File: config.mk
export PLATFORM = sky130hd
export DESIGN_NAME = evict_set_tracker
export DESIGN_NICKNAME = d
export VERILOG_FILES = /design/src/rtl/evtrk_pkg.sv /design/src/rtl/evtrk_ring.sv /design/src/rtl/evtrk_match.sv /design/src/rtl/evtrk_flag.sv /design/src/rtl/evict_set_tracker.sv
export SDC_FILE = /design/constraint.sdc
export NUM_CORES = 1
export LEC_CHECK = 0
export ABC_AREA = 1
export BUFFER_PORTS_ARGS = -buffer_cell sky130_fd_sc_hd__buf_2
export CAP_MARGIN = 20
export CORE_ASPECT_RATIO = 0.7
export CORE_UTILIZATION = 54
export DETAILED_ROUTE_END_ITERATION = 8
export GPL_ROUTABILITY_DRIVEN = 0
export PLACE_DENSITY = 0.75
export SETUP_SLACK_MARGIN = 0.15
export SYNTH_ARGS = -nofsm -noshare
export SYNTH_HDL_FRONTEND = slang
export SYNTH_SLANG_ARGS = --single-unit
File: constraint.sdc
create_clock -name clk -period 1.4 [get_ports clk]
set_input_delay 0.14 -clock clk [delete_from_list [all_inputs] [get_ports clk]]
set_output_delay 0.14 -clock clk [all_outputs]
set_load 0.01 [all_outputs]
File: src/rtl/evtrk_pkg.sv
package evtrk_pkg;

    localparam int unsigned DEF_IDX_W = 8;
    localparam int unsigned DEF_DEPTH = 5;

    // Position following p in a ring of the given depth.
    function automatic int unsigned ring_next(input int unsigned p, input int unsigned depth);
        return (p + 1 >= depth) ? 0 : p + 1;
    endfunction

endpackage

File: src/rtl/evtrk_ring.sv
module evtrk_ring
    import evtrk_pkg::*;
#(
    parameter int unsigned IDX_W = DEF_IDX_W,
    parameter int unsigned DEPTH = DEF_DEPTH
) (
    input  logic                        clk,
    input  logic                        rst_n,
    input  logic                        wr_en,
    input  logic [IDX_W-1:0]            wr_idx,
    output logic [DEPTH-1:0][IDX_W-1:0] slot_idx,
    output logic [DEPTH-1:0]            slot_vld
);

    localparam int unsigned PTR_W = (DEPTH > 1) ? $clog2(DEPTH) : 1;

    typedef struct packed {
        logic [DEPTH-1:0][IDX_W-1:0] idx;
        logic [DEPTH-1:0]            vld;
        logic [PTR_W-1:0]            head;
    } ring_t;

    ring_t            st_d, st_q;
    logic [DEPTH-1:0] wr_sel;

    // One write select per slot, decoded from the head pointer.
    for (genvar g = 0; g < DEPTH; g++) begin : g_slot
        assign wr_sel[g] = wr_en && (st_q.head == PTR_W'(g));
    end

    always_comb begin
        st_d = st_q;
        for (int i = 0; i < DEPTH; i++) begin
            if (wr_sel[i]) begin
                st_d.idx[i] = wr_idx;
                st_d.vld[i] = 1'b1;
            end
        end
        if (wr_en) begin
            st_d.head = PTR_W'(ring_next(st_q.head, DEPTH));
        end
    end

    always_ff @(posedge clk or negedge rst_n) begin
        if (!rst_n) st_q <= '0;
        else        st_q <= st_d;
    end

    assign slot_idx = st_q.idx;
    assign slot_vld = st_q.vld;

    // the head pointer never leaves 0..DEPTH-1.
    assert_head_bound_R5: assert property (@(posedge clk) disable iff (!rst_n)
        {1'b0, st_q.head} < (PTR_W+1)'(DEPTH));

    // no write request, no change anywhere in the ring.
    assert_idle_frozen_R2: assert property (@(posedge clk) disable iff (!rst_n)
        !wr_en |=> $stable(st_q));

    // entries never turn invalid once written.
    assert_valid_monotone_R5: assert property (@(posedge clk) disable iff (!rst_n)
        $countones(st_q.vld) >= $countones($past(st_q.vld)));

    // after a write, at least one entry is valid.
    assert_write_fills_R1: assert property (@(posedge clk) disable iff (!rst_n)
        wr_en |=> (st_q.vld != '0));

endmodule

File: src/rtl/evtrk_match.sv
module evtrk_match
    import evtrk_pkg::*;
#(
    parameter int unsigned IDX_W = DEF_IDX_W,
    parameter int unsigned DEPTH = DEF_DEPTH
) (
    input  logic [DEPTH-1:0][IDX_W-1:0] slot_idx,
    input  logic [DEPTH-1:0]            slot_vld,
    input  logic [IDX_W-1:0]            key,
    output logic                        hit
);

    logic [DEPTH-1:0] eq;

    // One comparator per slot, all evaluated in parallel.
    for (genvar g = 0; g < DEPTH; g++) begin : g_cmp
        assign eq[g] = slot_vld[g] && (slot_idx[g] == key);
    end

    assign hit = |eq;

endmodule

File: src/rtl/evtrk_flag.sv
module evtrk_flag
    import evtrk_pkg::*;
#(
    parameter int unsigned IDX_W = DEF_IDX_W
) (
    input  logic             clk,
    input  logic             rst_n,
    input  logic             probe,
    input  logic             hit,
    input  logic [IDX_W-1:0] probe_idx,
    output logic             pulse,
    output logic [IDX_W-1:0] pulse_idx
);

    typedef struct packed {
        logic             vld;
        logic [IDX_W-1:0] idx;
    } flag_t;

    flag_t fl_d, fl_q;

    always_comb begin
        fl_d.vld = probe && hit;
        fl_d.idx = (probe && hit) ? probe_idx : '0;
    end

    always_ff @(posedge clk or negedge rst_n) begin
        if (!rst_n) fl_q <= '0;
        else        fl_q <= fl_d;
    end

    assign pulse     = fl_q.vld;
    assign pulse_idx = fl_q.idx;

    // a pulse only follows a cycle with a probe.
    assert_pulse_after_miss_R7: assert property (@(posedge clk) disable iff (!rst_n)
        pulse |-> $past(probe));

    // the pulse carries the probed index.
    assert_pulse_index_R3: assert property (@(posedge clk) disable iff (!rst_n)
        pulse |-> (pulse_idx == $past(probe_idx)));

    // index output is zero when no pulse.
    assert_idle_index_zero_R8: assert property (@(posedge clk) disable iff (!rst_n)
        !pulse |-> (pulse_idx == '0));

endmodule

File: src/rtl/evict_set_tracker.sv
module evict_set_tracker
    import evtrk_pkg::*;
#(
    parameter int unsigned IDX_W = DEF_IDX_W,
    parameter int unsigned DEPTH = DEF_DEPTH
) (
    input  logic             clk,
    input  logic             rst_n,
    input  logic             miss_strobe,
    input  logic [IDX_W-1:0] miss_set,
    output logic             thrash_pulse,
    output logic [IDX_W-1:0] thrash_set
);

    logic [DEPTH-1:0][IDX_W-1:0] slot_idx;
    logic [DEPTH-1:0]            slot_vld;
    logic                        hit;

    evtrk_ring #(.IDX_W(IDX_W), .DEPTH(DEPTH)) u_ring (
        .clk      (clk),
        .rst_n    (rst_n),
        .wr_en    (miss_strobe),
        .wr_idx   (miss_set),
        .slot_idx (slot_idx),
        .slot_vld (slot_vld)
    );

    evtrk_match #(.IDX_W(IDX_W), .DEPTH(DEPTH)) u_match (
        .slot_idx (slot_idx),
        .slot_vld (slot_vld),
        .key      (miss_set),
        .hit      (hit)
    );

    evtrk_flag #(.IDX_W(IDX_W)) u_flag (
        .clk       (clk),
        .rst_n     (rst_n),
        .probe     (miss_strobe),
        .hit       (hit),
        .probe_idx (miss_set),
        .pulse     (thrash_pulse),
        .pulse_idx (thrash_set)
    );

    // an empty ring can never produce a pulse.
    assert_empty_no_pulse_R1: assert property (@(posedge clk) disable iff (!rst_n)
        thrash_pulse |-> ($past(slot_vld) != '0));

    // a matching miss is always followed by a pulse.
    assert_match_flags_R3: assert property (@(posedge clk) disable iff (!rst_n)
        (miss_strobe && hit) |=> thrash_pulse);

    // a non-matching miss is followed by no pulse.
    assert_nomatch_quiet_R4: assert property (@(posedge clk) disable iff (!rst_n)
        (miss_strobe && !hit) |=> !thrash_pulse);

endmodule

[Yosys cells after proc, flatten, opt, wreduce, memory -nomap -nowiden]
Cells that the tools add are included.
Word-level totals
  register bits after elaboration: 57
  input port bits: 11
  logic and storage cells: 39
Operators by class
  $add $sub $neg: 1
  magnitude comparators: 1
  equal/unequal tests: 9
  muxes and demuxes: 2
  reduce and logical (&&, ||, !) cells: 13
Operator list (number)
  $eq A8 B8 Y1: 5
  $logic_and A1 B1 Y1: 11
  $mux W8: 1
  $eq A3 B2 Y1 const B: 2
  $reduce_or A5 Y1: 1
  $add A3 B1 Y4 const B: 1
  $ge A4 B3 Y1 const B: 1
  $eq A3 B1 Y1 const B: 1
  $eq A3 B3 Y1 const B: 1
  $logic_not A3 Y1: 1
  $mux W3: 1

[Depth between registers and ports, before layout]
  depth in word-level cells: 5
  depth in mapped cells: 10
  mapped depth without buffers: 10

[Hierarchy]
From an unflattened synthesis, not the netlist that was laid out.
Unflattened totals
  cell total of the unflattened synthesis: 396
  area, all modules: 3316.9 µm²
By module, submodules not included
  evtrk_ring: times used 1, cells an instance 227, area an instance 2388.5 µm², seq. area each 1201.2 µm²
  evtrk_match: times used 1, cells an instance 142, area an instance 633.1 µm², seq. area each 0.0 µm²
  evtrk_flag: times used 1, cells an instance 27, area an instance 295.3 µm², seq. area each 225.2 µm²

[Least setup slack after synthesis]
Ideal clock, no wire load.
  path kind: flip-flop to flip-flop
  from: register u_ring.st_q[0] (netlist bit)
  to: register u_ring.st_q, in the netlist u_ring.slot_idx[24]
  data arrival time: 1.246 ns
  required time: 1.269 ns
  slack: 0.023 ns
  stages on the path, launching flop included: 6
  buffers on the path: 1
  period minus slack after synthesis: 1.377 ns
  path through: dfrtp_1 ha_1 ha_1 nand2_1 clkbuf_1 o21ai_0
Between the ends
  longest elaborated chain between the ends: 2
Ends and longest elaborated chain
  start, declared: RTL line evtrk_ring.sv:23  | ring_t st_d, st_q;
  start signal, assigned: RTL line evtrk_ring.sv:46  | else st_q <= st_d;
  $eq A3 B2 Y1: RTL line evtrk_ring.sv:28  | assign wr_sel[g] = wr_en && (st_q.head == PTR_W'(g));
  $logic_and A1 B1 Y1: RTL line evtrk_ring.sv:28
No other way between the ends.
A chain may end at the register's enable or synchronous reset.

[Worst setup path after layout]
  from: register u_ring.st_q[0] (netlist bit)
  to: register u_ring.st_q[1] (netlist bit)
Between the ends
  longest elaborated chain between the ends: 3
Ends and longest elaborated chain
  $add A3 B1 Y4 (*): RTL line evtrk_pkg.sv:8  | return (p + 1 >= depth) ? 0 : p + 1;
  $ge A4 B3 Y1: RTL line evtrk_pkg.sv:8
  $mux W3 (*): RTL line evtrk_pkg.sv:8
Mark *: on every way between the ends. The rest lies on a longest branch, timed or not.

==> reports/qor.yml <==
critical_path:
  timing.critical_path.slowest_cell_delay_ps: 440
  r2r_setup_slk_ps: -7
  end_kind: "flip-flop"
  critical_path_depth: 8
  start_kind: "flip-flop"
  critical_path.slowest_cell: "dfrtp_1"
  worst_r2r_path_depth: 8
  category_of_the_critical_setup_timing_path: "flip-flop to flip-flop"
  arrival_ps: 1640
  worstPathBufferInverterCount: 2
  crit_path_start: "u_ring.st_q[0]"
  cp_max_fo: 3
  endpoint: "u_ring.st_q[1]"
  crit_required_ps: 1630
  critical_path.reg2reg.endpoint: "u_ring.st_q[1]"
  critical_path.cell_chain: "ha_4, ha_4, inv_2, o21ai_2, o31ai_2, inv_1, nand3_1, o21ai_2"
  worst_path_dominant_cell_family: "flip-flops"
  crit-reg2reg-launch: "u_ring.st_q[0]"
power_and_ir_drop:
  total_leakage_power_nw: 1.88
  power_density_nw_per_um2: 1920
  power.share.clock_pct: 21.9
  seq_power_share_pct: 39.6
  power.total_mw: 6.93
  power_switching_mw: 2.59
  swShare_pct: 37.4
  power_frac_comb_pct: 38.5
  internal-power_mw: 4.34
  vdd.ir_drop.worst_uv: 1030
clocking:
  clk_transition_reported_paths_ps: 60
  clockBufferDepth: 2
  cts.sinks: 57
  clock_tree_from_tritoncts: "yes"
  clockRootBuffer: "clkbuf_8"
  ctsHtreeMaxLevel: 3
  tritoncts.num_buffers: 9
  worst_skew_pair.late_latency_ps: 350
synthesis:
  asyncSetResetFlopFracSynth_pct: 100
  synth-main-ff-cell: "dfrtp_1"
  post-synth-top-count-cell: "nand2_1"
  yosysWarningCount: 0
  synth.area.top_cells: "dfrtp_1, nand2_1, o21ai_0, inv_1, nor2_1"
  yosysUniqueCellTypes: 26
  number_of_enable_flip_flop_cells_after_synthesis: 0
  syn_area_um2: 2770
  synth.avg_cell_area_um2: 8.02
  post-synth-top-area-fraction_pct: 51.5
  synth_nets: 361
  share_of_the_yosys_chip_area_belonging_to_registers_pct: 51.5
  synth-seq-cells: 57
  netlist.top_cell.by_area: "dfrtp_1"
  syn_inst: 345
  synth_common_cells: "nand2_1, dfrtp_1, inv_1, o21ai_0, nor2_1"
place:
  pre_cts_slack_ps: -64.5
  detailed_place_hpwl_um: 4210
  place.port_buffers: 19
flow_run:
  max-cap-violations: 0
global_route:
  globalRouteOverflowTotal: 0
  first_global_vias: 2030
  pin_count_of_the_biggest_net_entering_global_routing: 58
  grt_first_pass_wirelength_um: 9740
  grt_util_all_layers_pct: 25.5
  grt_antenna_before_repair: 0
timing:
  finalSetupViolCount: 1
  finalHoldViolCount: 0
  finalWorstSetupSlack_ps: -7.02
  part_of_the_cycle_the_worst_path_needs_pct: 101
  skew_ps: 5.62
  rsz0062_at_grt: "true"
  timing.fmax_mhz: 711
  maxSlewHeadroom_pct: 79.4
  slew_violations: 0
  timing_worst_slew_pin_value_ps: 308
  min_period_ps: 1410
floorplanning:
  die_h_um: 61.9
  die_w_um: 87.6
  core_region_area_um2: 4860
  placement_rows: 21
  die_area_um2: 5420
  initial_utilization_pct: 56.9
  ios: 20
layout:
  area_growth_syn_to_fin_pct: 30.1
  n_antenna_cell: 0
  regArea_um2: 1430
  final_nets: 411
  post_route_cells_drive_above_1_share_pct: 26.8
  multiInputGateArea_um2: 1270
  fillers: 371
detailed_routing:
  detailedRoute.firstPassIterationCount: 5
  detail_route.drc_violations: 0
  routed_wire_length_um: 6860
  post_drt_via_cell_ratio: 5.20
  final_antenna_net_count: 0
  drt-initial-drc-count: 179
  route.detailed.wl_per_inst_um: 14.6
  num_vias: 2439
outcome:
  violations_in_the_final_reports: "setup timing"
  outcome: "finished with violations"
hold_path:
  hold_class: "primary input to flip-flop"
-- power groups by stage --
stage                     Combinational [mW]  Clock [mW]  Sequential, mW
after CTS                               2.09        1.55            2.69
after detailed placement                1.90           0            2.71
after floorplan                         1.42           0            2.60
after global placement                  1.83           0            2.68
after global routing                    2.97        1.64            2.81
final                                   2.66        1.52            2.75
-- final cells by class --
| class | count | share of cell area, % |
|---|---|---|
| Sequential cell | 57 | 39.6 |
| Clock inverter | 5 | 1.53 |
| Multi-Input combinational cell | 230 | 35.2 |
| Inverter | 45 | 4.69 |
| Tap cell | 69 | 2.40 |
| Clock buffer | 11 | 3.93 |
| Timing Repair Buffer | 52 | 12.6 |
-- sequential cells by signal (all words and copies together), names as in the netlist --
register and cells:
u_flag.pulse_idx 8, u_ring.slot_vld 5, u_ring.slot_idx 40, u_flag.pulse 1
u_ring.st_q 3
-- metal layers --
metal	GRT usage [%]	share of wire (%)
met4	7.26	1.1
met5	0	0
met3	10.3	7.8
met1	34.5	46
met2	38.3	45
-- worst reg2reg max path: stages (launching register included) --
cell and delay [ps]:
dfrtp_1 440, ha_4 210, ha_4 230, inv_2 60
o21ai_2 50, o31ai_2 50, inv_1 100, nand3_1 100
o21ai_2 60
-- stage by stage --
| step | cell area, um^2 | util [%] | TNS, ps | hold slack [ps] | cells |
|---|---|---|---|---|---|
| finish | 3600 | 74.1 | -7.02 | 156 | 469 |
| global route | 3600 | 74.1 | -628 | 170 | 469 |
| CTS | 3350 | 69.0 | 0 | 102 | 460 |
| detailed placement | 3070 | 63.2 | -428 | 162 | 438 |
| global placement | 3070 | 63.2 | 0 | 161 | 438 |
| floorplan | 2810 | - | 0 | -156 | 345 |
-- cells by family after synthesis --
family	count (synthesis)	share of synthesized area, %
fa+ha+maj	5	2.26
buf+inv	58	9.27
compound gates	56	10.8
xor+xnor	10	3.16
flops	57	51.5
simple gates	159	23.0
-- how the worst min path moves through the flow --
stage	startpoint	endpoint	slack, ps	cells after the start
finish	miss_set[0]	u_ring.slot_idx[24]	160	3
global route	miss_strobe	u_ring.st_q[2]	170	2
CTS	miss_strobe	u_ring.st_q[2]	100	2
detailed placement	rst_n	u_ring.slot_idx[0]	160	2
global placement	rst_n	u_ring.slot_idx[0]	160	2
floorplan	rst_n	u_flag.pulse	-160	0
-- cells in the final DEF, fill, tap and decap left out, types with 2 or more instances in the layout --
cell / Yosys / final
nor2_2: 1 / 4
clkbuf_8: 0 / 10
o21ai_0: 43 / 27
nand2_2: 1 / 11
clkinv_2: 0 / 2
buf_2: 6 / 19
a21oi_1: 3 / 3
nor2_1: 24 / 20
nand2_8: 0 / 2
clkinvlp_4: 0 / 2
nand3_1: 13 / 10
nand3_2: 1 / 4
xnor2_1: 2 / 2
xor2_1: 8 / 7
ha_4: 0 / 4
dfrtp_1: 57 / 57
buf_4: 0 / 22
clkbuf_16: 0 / 2
buf_12: 0 / 5
o21ai_1: 7 / 18
nand2_1: 115 / 102
inv_2: 2 / 5
o21ai_2: 0 / 5
inv_1: 43 / 40
buf_6: 4 / 3
-- timing repair --
item                                    in CTS  in global routing
setup buffers                                5                  5
gates cloned                                 0                  4
resized for setup                            7                 50
hold buffers                                 1                  0
endpoints found under the hold margin       57                  0
pin swaps                                    4                  9
endpoints found under the setup margin      35                 45
Note: power is estimated with default switching activity, not from simulation.
